[config.mk]
export PLATFORM = sky130hd
export DESIGN_NAME = trace_serializer
export DESIGN_NICKNAME = d
export VERILOG_FILES = /design/src/rtl/trace_pkg.sv /design/src/rtl/trace_fifo.sv /design/src/rtl/trace_framer.sv /design/src/rtl/trace_uart_tx.sv /design/src/rtl/trace_serializer.sv
export SDC_FILE = /design/constraint.sdc
export NUM_CORES = 1
export LEC_CHECK = 0
export BUFFER_PORTS_ARGS = -buffer_cell sky130_fd_sc_hd__buf_2
export CORE_ASPECT_RATIO = 1.1
export CORE_MARGIN = 8
export CORE_UTILIZATION = 39
export DETAILED_ROUTE_END_ITERATION = 8
export PLACE_DENSITY = 0.65
export SLEW_MARGIN = 20
export SYNTH_ARGS = -nofsm -noshare
export SYNTH_HDL_FRONTEND = slang
export SYNTH_SLANG_ARGS = --single-unit
[constraint.sdc]
create_clock -name clk_i -period 15.3 [get_ports clk_i]
set_input_delay 3.06 -clock clk_i [delete_from_list [all_inputs] [get_ports clk_i]]
set_output_delay 3.06 -clock clk_i [all_outputs]
set_load 0.005 [all_outputs]
[src/rtl/trace_pkg.sv]
package trace_pkg;
  typedef struct packed {
    logic [31:0] pc;
    logic [4:0]  rd;
    logic [31:0] res;
    logic [4:0]  info;
  } trc_rec_t;

  localparam int unsigned REC_W       = $bits(trc_rec_t);
  localparam int unsigned FRAME_BYTES = 11;
  localparam logic [7:0]  SYNC_BYTE   = 8'hA5;

  function automatic logic [7:0] frame_byte(trc_rec_t r, logic [3:0] idx);
    logic [7:0] b;
    case (idx)
      4'd0:    b = SYNC_BYTE;
      4'd1:    b = r.pc[7:0];
      4'd2:    b = r.pc[15:8];
      4'd3:    b = r.pc[23:16];
      4'd4:    b = r.pc[31:24];
      4'd5:    b = {3'b000, r.rd};
      4'd6:    b = r.res[7:0];
      4'd7:    b = r.res[15:8];
      4'd8:    b = r.res[23:16];
      4'd9:    b = r.res[31:24];
      4'd10:   b = {3'b000, r.info};
      default: b = 8'h00;
    endcase
    return b;
  endfunction
endpackage

[src/rtl/trace_fifo.sv]
module trace_fifo #(
  parameter int unsigned DEPTH = 8,
  parameter int unsigned WIDTH = 74
) (
  input  logic             clk_i,
  input  logic             rst_ni,
  input  logic             push_i,
  input  logic [WIDTH-1:0] wdata_i,
  input  logic             pop_i,
  output logic [WIDTH-1:0] rdata_o,
  output logic             empty_o,
  output logic             full_o,
  output logic             afull_o
);
  localparam int unsigned AW = (DEPTH > 1) ? $clog2(DEPTH) : 1;
  localparam int unsigned CW = $clog2(DEPTH + 1);

  logic [WIDTH-1:0] mem_q [DEPTH];
  logic [AW-1:0]    wp_q, rp_q;
  logic [CW-1:0]    cnt_q;

  function automatic logic [AW-1:0] ptr_inc(logic [AW-1:0] p);
    return (p == AW'(DEPTH - 1)) ? '0 : p + 1'b1;
  endfunction

  always_ff @(posedge clk_i) begin
    if (push_i) mem_q[wp_q] <= wdata_i;
  end

  always_ff @(posedge clk_i or negedge rst_ni) begin
    if (!rst_ni) begin
      wp_q  <= '0;
      rp_q  <= '0;
      cnt_q <= '0;
    end else begin
      if (push_i) wp_q <= ptr_inc(wp_q);
      if (pop_i)  rp_q <= ptr_inc(rp_q);
      case ({push_i, pop_i})
        2'b10:   cnt_q <= cnt_q + 1'b1;
        2'b01:   cnt_q <= cnt_q - 1'b1;
        default: cnt_q <= cnt_q;
      endcase
    end
  end

  assign rdata_o = mem_q[rp_q];
  assign empty_o = (cnt_q == '0);
  assign full_o  = (cnt_q == CW'(DEPTH));
  assign afull_o = (cnt_q == CW'(DEPTH - 1));


  no_overflow_chk: assert property (@(posedge clk_i) disable iff (!rst_ni)
    push_i |-> !full_o);

  no_underflow_chk: assert property (@(posedge clk_i) disable iff (!rst_ni)
    pop_i |-> !empty_o);
endmodule

[src/rtl/trace_framer.sv]
module trace_framer
  import trace_pkg::*;
(
  input  logic     clk_i,
  input  logic     rst_ni,
  input  trc_rec_t rec_i,
  input  logic     empty_i,
  output logic     pop_o,
  output logic [7:0] byte_o,
  output logic     byte_vld_o,
  input  logic     byte_rdy_i
);
  localparam logic [3:0] LAST = 4'(FRAME_BYTES - 1);

  trc_rec_t   rec_q;
  logic       busy_q;
  logic [3:0] idx_q;
  logic       take, last;

  assign take  = byte_vld_o && byte_rdy_i;
  assign last  = (idx_q == LAST);
  // refill in the same cycle the last byte is taken, so records run back to back
  assign pop_o = !empty_i && (!busy_q || (take && last));

  always_ff @(posedge clk_i or negedge rst_ni) begin
    if (!rst_ni) begin
      rec_q  <= '0;
      busy_q <= 1'b0;
      idx_q  <= '0;
    end else if (pop_o) begin
      rec_q  <= rec_i;
      busy_q <= 1'b1;
      idx_q  <= '0;
    end else if (take) begin
      if (last) busy_q <= 1'b0;
      else      idx_q  <= idx_q + 1'b1;
    end
  end

  assign byte_vld_o = busy_q;
  assign byte_o     = frame_byte(rec_q, idx_q);


  idx_range_chk: assert property (@(posedge clk_i) disable iff (!rst_ni)
    idx_q <= LAST);
endmodule

[src/rtl/trace_uart_tx.sv]
module trace_uart_tx #(
  parameter int unsigned CLKS_PER_BIT = 16
) (
  input  logic       clk_i,
  input  logic       rst_ni,
  input  logic [7:0] byte_i,
  input  logic       vld_i,
  output logic       rdy_o,
  output logic       tx_o
);
  localparam int unsigned CCW = (CLKS_PER_BIT > 1) ? $clog2(CLKS_PER_BIT) : 1;

  logic           busy_q;
  logic [9:0]     sh_q;
  logic [3:0]     bit_q;
  logic [CCW-1:0] clk_q;
  logic           end_bit, last_bit, load;

  assign end_bit  = (clk_q == CCW'(CLKS_PER_BIT - 1));
  assign last_bit = (bit_q == 4'd9);
  assign rdy_o    = !busy_q || (end_bit && last_bit);
  assign load     = vld_i && rdy_o;

  always_ff @(posedge clk_i or negedge rst_ni) begin
    if (!rst_ni) begin
      busy_q <= 1'b0;
      sh_q   <= '1;
      bit_q  <= '0;
      clk_q  <= '0;
    end else if (load) begin
      busy_q <= 1'b1;
      sh_q   <= {1'b1, byte_i, 1'b0};
      bit_q  <= '0;
      clk_q  <= '0;
    end else if (busy_q) begin
      if (end_bit) begin
        clk_q <= '0;
        sh_q  <= {1'b1, sh_q[9:1]};
        if (last_bit) busy_q <= 1'b0;
        else          bit_q  <= bit_q + 1'b1;
      end else begin
        clk_q <= clk_q + 1'b1;
      end
    end
  end

  assign tx_o = sh_q[0];


  idle_high_chk: assert property (@(posedge clk_i) disable iff (!rst_ni)
    !busy_q |-> tx_o);

  start_bit_chk: assert property (@(posedge clk_i) disable iff (!rst_ni)
    load |=> !tx_o);
endmodule

[src/rtl/trace_serializer.sv]
module trace_serializer
  import trace_pkg::*;
#(
  parameter int unsigned CLKS_PER_BIT = 16,
  parameter int unsigned FIFO_DEPTH   = 8
) (
  input  logic        clk_i,
  input  logic        rst_ni,
  input  logic        trc_valid_i,
  input  logic [31:0] trc_pc_i,
  input  logic [4:0]  trc_rd_i,
  input  logic [31:0] trc_result_i,
  input  logic [4:0]  trc_info_i,
  output logic        trc_stall_o,
  output logic        uart_tx_o
);
  trc_rec_t   cap_q, fifo_out;
  logic       cap_vld_q, capture;
  logic       fifo_pop, fifo_empty, fifo_full, fifo_afull;
  logic [7:0] tx_byte;
  logic       tx_vld, tx_rdy;

  // pending capture counts against the last free slot
  assign trc_stall_o = fifo_full || (fifo_afull && cap_vld_q);
  assign capture     = trc_valid_i && !trc_stall_o;

  always_ff @(posedge clk_i or negedge rst_ni) begin
    if (!rst_ni) begin
      cap_vld_q <= 1'b0;
      cap_q     <= '0;
    end else begin
      cap_vld_q <= capture;
      if (capture) cap_q <= '{pc: trc_pc_i, rd: trc_rd_i, res: trc_result_i, info: trc_info_i};
    end
  end

  trace_fifo #(.DEPTH(FIFO_DEPTH), .WIDTH(REC_W)) u_fifo (
    .clk_i   (clk_i),
    .rst_ni  (rst_ni),
    .push_i  (cap_vld_q),
    .wdata_i (cap_q),
    .pop_i   (fifo_pop),
    .rdata_o (fifo_out),
    .empty_o (fifo_empty),
    .full_o  (fifo_full),
    .afull_o (fifo_afull)
  );

  trace_framer u_framer (
    .clk_i      (clk_i),
    .rst_ni     (rst_ni),
    .rec_i      (fifo_out),
    .empty_i    (fifo_empty),
    .pop_o      (fifo_pop),
    .byte_o     (tx_byte),
    .byte_vld_o (tx_vld),
    .byte_rdy_i (tx_rdy)
  );

  trace_uart_tx #(.CLKS_PER_BIT(CLKS_PER_BIT)) u_tx (
    .clk_i  (clk_i),
    .rst_ni (rst_ni),
    .byte_i (tx_byte),
    .vld_i  (tx_vld),
    .rdy_o  (tx_rdy),
    .tx_o   (uart_tx_o)
  );


  stall_hold_chk: assert property (@(posedge clk_i) disable iff (!rst_ni)
    (trc_stall_o && !fifo_pop) |=> trc_stall_o);
endmodule

Yosys cells after proc, flatten, opt, wreduce, memory -nomap -nowiden
Memories as Yosys holds them, arrays and structs flattened. A register that Yosys moved wholly into a read port is not among the register bits.
Cells that the tools add are included.
- muxes and demuxes: 26
- equal/unequal tests: 20
- add/subtract/negate cells: 7
- reductions and logical operators: 25
- operators with widths (operator ; count):
    $pmux W8 S11 ; 1
    $mux W4 ; 10
    $mux W10 ; 3
    $eq A4 B4 Y1 const B ; 6
    $eq A4 B3 Y1 const B ; 5
    $add A4 B1 Y4 const B ; 4
    $reduce_bool A2 Y1 ; 5
    $mux W1 ; 9
    $eq A4 B2 Y1 const B ; 2
    $logic_not A4 Y1 ; 2
    $pmux W4 S2 ; 1
    $add A3 B1 Y3 const B ; 2
    $eq A3 B3 Y1 const B ; 2
    $logic_and A1 B1 Y1 ; 6
    $mux W3 ; 2
    $reduce_and A2 Y1 ; 3
    $logic_not A1 Y1 ; 5
    $eq A4 B1 Y1 const B ; 1
    $ne A2 B2 Y1 const B ; 2
    $sub A4 B1 Y4 const B ; 1
    $logic_or A1 B1 Y1 ; 3
    $reduce_and A3 Y1 ; 1
    $eq A2 B1 Y1 const B ; 1
    $eq A2 B2 Y1 const B ; 1
- memories: 1
- memory bits (writable): 592
- word-level logic and storage cells: 93
- output and inout bits: 2
- register bits: 109
- input bits: 77
- memory list (name ; depth ; width ; rd ports ; clocked after memory_dff ; wr ports ; RTL line ; RTL):
    u_fifo.mem_q ; 8 ; 74 ; 1 ; 1 ; 1 ; trace_fifo.sv:18 ; logic [WIDTH-1:0] mem_q [DEPTH];

Depth between registers and ports, before layout
Gate-level depths: netlist of run 1.
- depth after elaboration: 9
- depth in mapped cells: 14

Cells and area by module
From an unflattened synthesis of run 1, not the netlist that was laid out.
- cell total of the unflattened synthesis: 1443
- area, all modules: 30454.2 um^2
- modules (own cells, without submodules) (module ; cells an instance ; instances ; sequential area each (um^2) ; area an instance (um^2)):
    trace_fifo ; 913 ; 1 ; 18027.3 ; 22800.6
    trace_framer ; 285 ; 1 ; 1976.9 ; 3723.6
    trace_serializer ; 161 ; 1 ; 1876.8 ; 2991.6
    trace_uart_tx ; 84 ; 1 ; 461.7 ; 938.4

Worst setup path before layout of run 1
No wires, ideal clock.
- kind: register to register
- start point: register u_fifo.wp_q[0]
- end point: memory u_fifo.mem_q[0][0], enable pin
- setup time: 0.597 ns
- data arrival time: 5.610 ns
- path buffers: 0
- required time: 14.703 ns
- cell stages (with the launch flop): 3
- path slack: 9.093 ns
- path through: dfrtp_1 -> nand2b_1 -> nor3_1
- RTL lines (what ; RTL line ; RTL):
    start: declaration ; trace_fifo.sv:19 ; logic [AW-1:0] wp_q, rp_q;
    start signal: assignment ; trace_fifo.sv:36 ; if (push_i) wp_q <= ptr_inc(wp_q);
    end: declaration ; trace_fifo.sv:18 ;
No word-level cell before the write port.

Worst setup path after layout of run 1
- start point: register u_fifo.cnt_q[1]
- end point: output port trc_stall_o
- cells in the longest elaborated chain, start to end: 3
- ends and longest elaborated chain (what ; RTL line ; RTL):
    start: declaration ; trace_fifo.sv:20 ; logic [CW-1:0] cnt_q;
    start signal: assignment ; trace_fifo.sv:39 ; 2'b10: cnt_q <= cnt_q + 1'b1;
    start signal: assignment ; trace_fifo.sv:40 ; 2'b01: cnt_q <= cnt_q - 1'b1;
    start signal: assignment ; trace_fifo.sv:41 ; default: cnt_q <= cnt_q;
    $eq A4 B3 Y1 ; trace_fifo.sv:49 ; assign afull_o = (cnt_q == CW'(DEPTH - 1));
    $logic_and A1 B1 Y1 ; trace_serializer.sv:24 ; assign trc_stall_o = fifo_full || (fifo_afull && cap_vld_q);
    $logic_or A1 B1 Y1 (*) ; trace_serializer.sv:24 ;
    end: declaration ; trace_serializer.sv:14 ; output logic trc_stall_o,
Mark *: on every way between the ends. The rest lies on a longest branch, timed or not.

==> qor.txt, run 1 <==
status: finished clean
Syn Std Cell Area: 30320 sq um
final setup vio count: 0
fill cell count: 6561
Post-synth EDFFs: 592
power density cells: 167.0 nW/um^2
Ys Warns: 0
hold path start: u_framer.rec_q[49]
Starting DRT DRC Count: 1162
CP top delay family: flip-flops
library cells used by synthesis: 65
Slew headroom: 0.2941
drt pass-1 iters: 7
Core Area: 77250 sq um
fin crit share: 0.3082
Clock Latency Late Sink: 0.60 ns
# nets final: 1730
pin count of the biggest net entering global routing: 114
CTS Sinks: 774
routability congestion estimate: 0.8009
ys async rst share: 0.2351
sum of negative setup slack: 0 ns
Starting Density: 0.3925
Post-CTS Resized: 0
Max Cap Viol: 0
leakage: 0.01178 uW
nature of the critical path endpoint: primary output
die area: 86920 sq um
worst slew pin tran: 1.059 ns
Vias: 14353
Register Area: 22350 sq um
# Post-CTS Setup Buffers: 0
critical-path cell list: nor3_1 > a21oi_2 > inv_1 > buf_2
CP startpoint: u_fifo.cnt_q[1]
initial antenna violation count: 0
CP max FO: 9
Min Clock Period, post-route: 4.716 ns
CTS Buf Count: 73
GRT overflow: 0
# rows: 107
TritonCTS clock tree: yes
CTS Hold Bufs: 0
vias in the first global route: 15491
min-delay worst type: reg -> reg
Post-DRT Antenna Nets: 0
final count of pins violating max slew: 0
Post-Route WL: 61750 microns
Clock Tree Buf Depth: 3
root buf cell: clkbuf_16
crit start category: register
fraction of layout instances using a drive strength above 1: 0.2802
leading register cell type out of synthesis: edfxtp_1
count of input and output buffers: 78
multi-input logic area: 7401 sq um
Buf/Inv on CP: 2
Syn Area/Cell: 19.57 sq um
Final Skew: 0.02150 ns
R2R Setup Slk: 11.02 ns
Largest stage delay, worst path: 0.50 ns
sequential cell area fraction in the yosys report: 0.7370
die height: 308.4 microns
Net Count, Synth: 1639
worst vdd ir: 0.07218 mV
Worst EP required: 12.24 ns
Area Growth Syn to Fin: 12.55%
Synth Register Bits: 774
die width: 281.8 microns
Arrival @ worst endpoint: 1.66 ns
Hold Vio Cnt, Final: 0
critical setup path kind: reg -> out
drc violations: 0
Crit-path slowest cell: dfrtp_1
total number of H-tree levels: 3
clock-pin slew of the registers on the worst-case setup and hold paths: 0.06 ns
n_diodes: 0
Mapped Cells: 1549
gr usage total: 0.1442
Highest Clock Rate: 212.1 MHz
drt wl/cell: 22.59 microns
Via density: 5.250
Ports: 79
first-pass GRT wire length: 95450 microns
RSZ-0062 raised after global routing: no
Power, Total: 5698 uW
DP HPWL: 34660 microns
r2r startpoint: u_framer.idx_q[0]
## power breakdown
group / internal (uW) / leakage (uW) / switching [uW]
sequential: 2800 / 0.00758 / 268
clock: 1070 / 0.00120 / 760
combinational: 360 / 0.00300 / 443
total: 4230 / 0.0118 / 1470
## worst paths after layout
path / endpoint / cells after the start
max reg2reg: u_fifo.cnt_q[2] / 14
max: trc_stall_o / 4
min reg2reg: u_framer.rec_q[49] / 2
min in group asynchronous: cap_q[32] / 1
max in group asynchronous: u_fifo.rp_q[1] / 2
min: u_framer.rec_q[49] / 2
## logic make-up after synthesis
group           after synthesis  share of synthesized area
simple gates                181                    0.02778
buf+inv                      99                    0.02088
fa+ha+maj                    13                   0.005365
xor+xnor                      7                   0.002022
mux                         302                     0.1701
flops                       774                     0.7370
compound gates              173                    0.03690
## stage by stage
step | utilization | std cells | hold WS (ns) | cell area, sq um | worst slack (ns)
6_report | 0.4417 | 2734 | 0.4871 | 34120 | 10.58
5_1_grt | 0.4417 | 2734 | 0.5157 | 34120 | 10.46
4_1_cts | 0.4417 | 2734 | 0.4904 | 34120 | 10.52
3_5_place_dp | 0.4101 | 2600 | 0.4781 | 31680 | 10.23
3_3_place_gp | 0.4101 | 2600 | 0.4735 | 31680 | 10.30
2_1_floorplan | - | 1549 | 0.4464 | 30320 | 9.093
## flip-flops by register name, summed over array words and instances (netlist names)
signal and count:
u_tx.clk_q 4, u_fifo.rp_q 3, u_tx.sh_q 9, cap_q 74, u_framer.byte_vld_o 1, u_fifo.cnt_q 4
u_framer.rec_q 74, u_tx.busy_q 1, u_framer.idx_q 4, u_tx.bit_q 4, u_fifo.wp_q 3, u_fifo.mem_q 592
cap_vld_q 1
## layer usage
layer  vias up  global-route usage  routed length [microns]
met5         -                   0                        0
met1      7551              0.1889                    26100
li1       6343                   -                        -
met3        87             0.02003                     2855
met4         0             0.05028                     1701
met2       372              0.2454                    31090
## Yosys cell counts (21+ instances only)
master / instances / area [sq um]
mux2_2: 28 / 315.3
buf_6: 21 / 236.5
mux2i_1: 76 / 760.7
dfrtp_1: 173 / 4329
mux2_4: 49 / 735.7
nand2_1: 97 / 364.1
nor2_1: 24 / 90.09
o21ai_1: 76 / 380.4
mux4_2: 148 / 3333
buf_2: 40 / 200.2
edfxtp_1: 592 / 17780
## tightest hold or removal path, cell delays in order, from the launching register on
cell,delay [ns]
dfrtp_1,0.34
nand2_1,0.05
o21ai_1,0.06
## area by class of cell
class / count / share of cell area
Sequential cell: 774 / 0.6551
Multi-Input combinational cell: 676 / 0.2169
Clock buffer: 97 / 0.06043
Tap cell: 1035 / 0.03795
Timing Repair Buffer: 103 / 0.01720
Clock inverter: 37 / 0.01111
Inverter: 12 / 0.001320
## cell usage in the layout (no fill, tap or decap), types with 14 or more instances in the layout
cell         n
clkbuf_1    14
edfxtp_1   592
o21ai_1     76
mux2_2      28
nand2_1     97
buf_4       25
mux4_2     148
o21ai_0     16
a21oi_1     15
buf_2       77
mux2i_1     76
dfrtp_1    170
nor2_1      18
a22o_1      17
clkbuf_16   77
mux2_4      49
nand3_1     17
No activity file was read; power rests on OpenSTA's default activity.
==> run 2, diff against run 1 <==
- ABC_AREA: unset -> 1
- PLACE_DENSITY: 0.65 -> 0.67
- clock period: 15.3 -> 3.95 ns (I/O delays scaled with it)
==> run 2 against run 1 <==
Effect of this change: core utilization down 0.13 points; combinational power rose to 8.0 times the previous value; synthesized area up 1.1%.
==> qor.txt, run 2 <==
n_diodes: 0
biggest regs: u_fifo.mem_q (592), cap_q (74), u_framer.rec_q (74)
min-delay worst type: in -> async
crit start category: register
most frequent cells in the layout: edfxtp_1 (592), nor2_1 (464), nand2_1 (335), o21ai_0 (327), dfrtp_1 (170)
TritonCTS clock tree: yes
fin area: 34520 sq um
final setup vio count: 0
routability congestion estimate: 0.8749
Buf/Inv on CP: 3
Core Area: 78380 sq um
Max Cap Viol: 0
Ports: 79
die height: 310.0 microns
CTS Buf Count: 75
gr usage total: 0.1609
initial antenna violation count: 0
clock-pin slew of the registers on the worst-case setup and hold paths: 0.06 ns
critical-path cell list: inv_1 > ha_1 > nand3_4 > inv_2 > nand3_1 > nand2_2 > nand2_4 > inv_4 > ha_1 > xor2_1 > nand3_1 > o21ai_0 > nand3_1 > nand2_1 > nand2_1
Syn Area/Cell: 12.13 sq um
multi-input logic area: 7266 sq um
Clock Tree Buf Depth: 3
Via density: 5.235
Starting DRT DRC Count: 1533
Clock Latency Late Sink: 0.62 ns
Worst EP required: 4.45 ns
Arrival @ worst endpoint: 3.35 ns
first-pass GRT wire length: 111000 microns
RSZ-0062 raised after global routing: no
drt pass-1 iters: 5
Synth Register Bits: 774
# nets final: 2665
Mapped Cells: 2525
status: finished clean
fraction of layout instances using a drive strength above 1: 0.1075
root buf cell: clkbuf_16
# Post-CTS Setup Buffers: 0
Final Skew: 0.03019 ns
# rows: 108
DP HPWL: 40960 microns
vias in the first global route: 18571
fin crit share: 0.7203
power density cells: 740.9 nW/um^2
CP most frequent cell: nand3_1
Area contributors post-synth: edfxtp_1 (58%), dfrtp_1 (14%), nor2_1 (5.8%)
drt wl/cell: 19.67 microns
Min Clock Period, post-route: 2.845 ns
most frequent cell after synthesis: edfxtp_1
Slew headroom: 0.3542
leading register cell type out of synthesis: edfxtp_1
Starting Density: 0.3909
Post-Route WL: 72360 microns
Ys Warns: 0
fill cell count: 7099
Synth area leader: edfxtp_1
count of input and output buffers: 78
sequential cell area fraction in the yosys report: 0.7292
Post-DRT Antenna Nets: 0
Post-synth EDFFs: 592
total number of H-tree levels: 3
Post-CTS Resized: 0
CTS Sinks: 774
Post-DP Area: 32130 sq um
worst slew pin tran: 0.9688 ns
ys async rst share: 0.2351
nature of the critical path endpoint: register
library cells used by synthesis: 42
hold slack: 0.2716 ns
CP top delay family: simple AND/OR/NAND/NOR gates
final count of pins violating max slew: 0
Largest stage delay, worst path: 0.41 ns
die area: 87790 sq um
Hold Vio Cnt, Final: 0
Synth top area share: 0.5802
Power, Total: 25580 uW
die width: 283.2 microns
critical setup path kind: reg -> reg
worst vdd ir: 0.5492 mV
Vias: 19255
Worst Reg-to-Reg Cells: 15
pin count of the biggest net entering global routing: 198
Synth top cells by count: edfxtp_1 (592), nor2_1 (472), nand2_1 (335)
most common cell after layout, fill and taps aside: edfxtp_1
Highest Clock Rate: 351.5 MHz
Register Area: 22350 sq um
WP depth: 15
drc violations: 0
Net Count, Synth: 2615
max reg flops: 592
Syn Std Cell Area: 30640 sq um
CP max FO: 44
Crit-path slowest cell: dfrtp_1
Most flops, register: u_fifo.mem_q
Layout Utilization: 0.4405
CTS Hold Bufs: 0
leakage: 0.01239 uW
sum of negative setup slack: 0 ns
Area Growth Syn to Fin: 12.68%
GRT overflow: 0
run 2: cell types whose count changed after synthesis, moves of 74 or more:
| cell | previous run | this run |
|---|---|---|
| o211ai_1 | 0 | 102 |
| mux4_2 | 148 | 0 |
| nor2_1 | 24 | 472 |
| nand2_1 | 97 | 335 |
| inv_1 | 10 | 84 |
| mux2i_1 | 76 | 0 |
| o21ai_0 | 16 | 327 |
run 2: final timing paths:
kind	from	to	slack, ns
hold / removal	rst_ni	cap_q[18]	0.27
setup / recovery	u_framer.idx_q[0]	u_fifo.cnt_q[3]	1.10
setup reg to reg	u_framer.idx_q[0]	u_fifo.cnt_q[3]	1.10
min in group clk_i	trc_pc_i[22]	cap_q[64]	0.37
hold reg to reg	u_tx.sh_q[1]	u_tx.sh_q[0]	0.49
max in group asynchronous	rst_ni	cap_q[55]	2.66
run 2: cells by family (layout without fill, tap and decap cells):
group | count (synthesis) | after routing | synth area share
and+or+nand+nor | 910 | 910 | 0.1172
DFF | 774 | 774 | 0.7292
AOI/OAI and AO/OA | 586 | 586 | 0.1111
buffers and inverters | 238 | 346 | 0.03598
adders and majority gates | 13 | 13 | 0.005309
xor gates and xnor gates | 4 | 4 | 0.001144
run 2: layout make-up:
cell class,count,share of cell area
clock buffer,107,0.06169
clock inverter,28,0.007684
inverter,89,0.01015
multi-input combinational,1513,0.2105
sequential,774,0.6474
tap,1045,0.03787
timing repair buffer,122,0.02475
run 2: where the power goes:
part	total [uW]	internal [uW]	switching (uW)
clock	6990	4030	2970
combinational	6460	1900	4560
sequential	12100	11000	1100
run 2: worst reg2reg max path: stages, from the launching register on:
cell     delay [ns]
dfrtp_1        0.41
inv_1          0.12
ha_1           0.27
nand3_4        0.14
inv_2          0.07
nand3_1        0.08
nand2_2        0.12
nand2_4        0.08
inv_4          0.39
ha_1           0.33
xor2_1         0.27
nand3_1        0.11
o21ai_0        0.12
nand3_1        0.11
nand2_1        0.07
nand2_1        0.05
run 2: metrics by stage:
stage	worst slack (ns)	std cells
floorplan	-0.3623	2525
global placement	1.194	3543
detailed placement	1.106	3543
CTS	1.104	3678
global route	0.7880	3678
finish	1.105	3678
run 2: metal layers:
layer / vias to the layer above / share of wire / GRT usage
met5: - / 0 / 0
met4: 0 / 0.021 / 0.04931
met3: 104 / 0.055 / 0.02358
met2: 559 / 0.50 / 0.2836
met1: 9546 / 0.42 / 0.2056
li1: 9046 / - / -
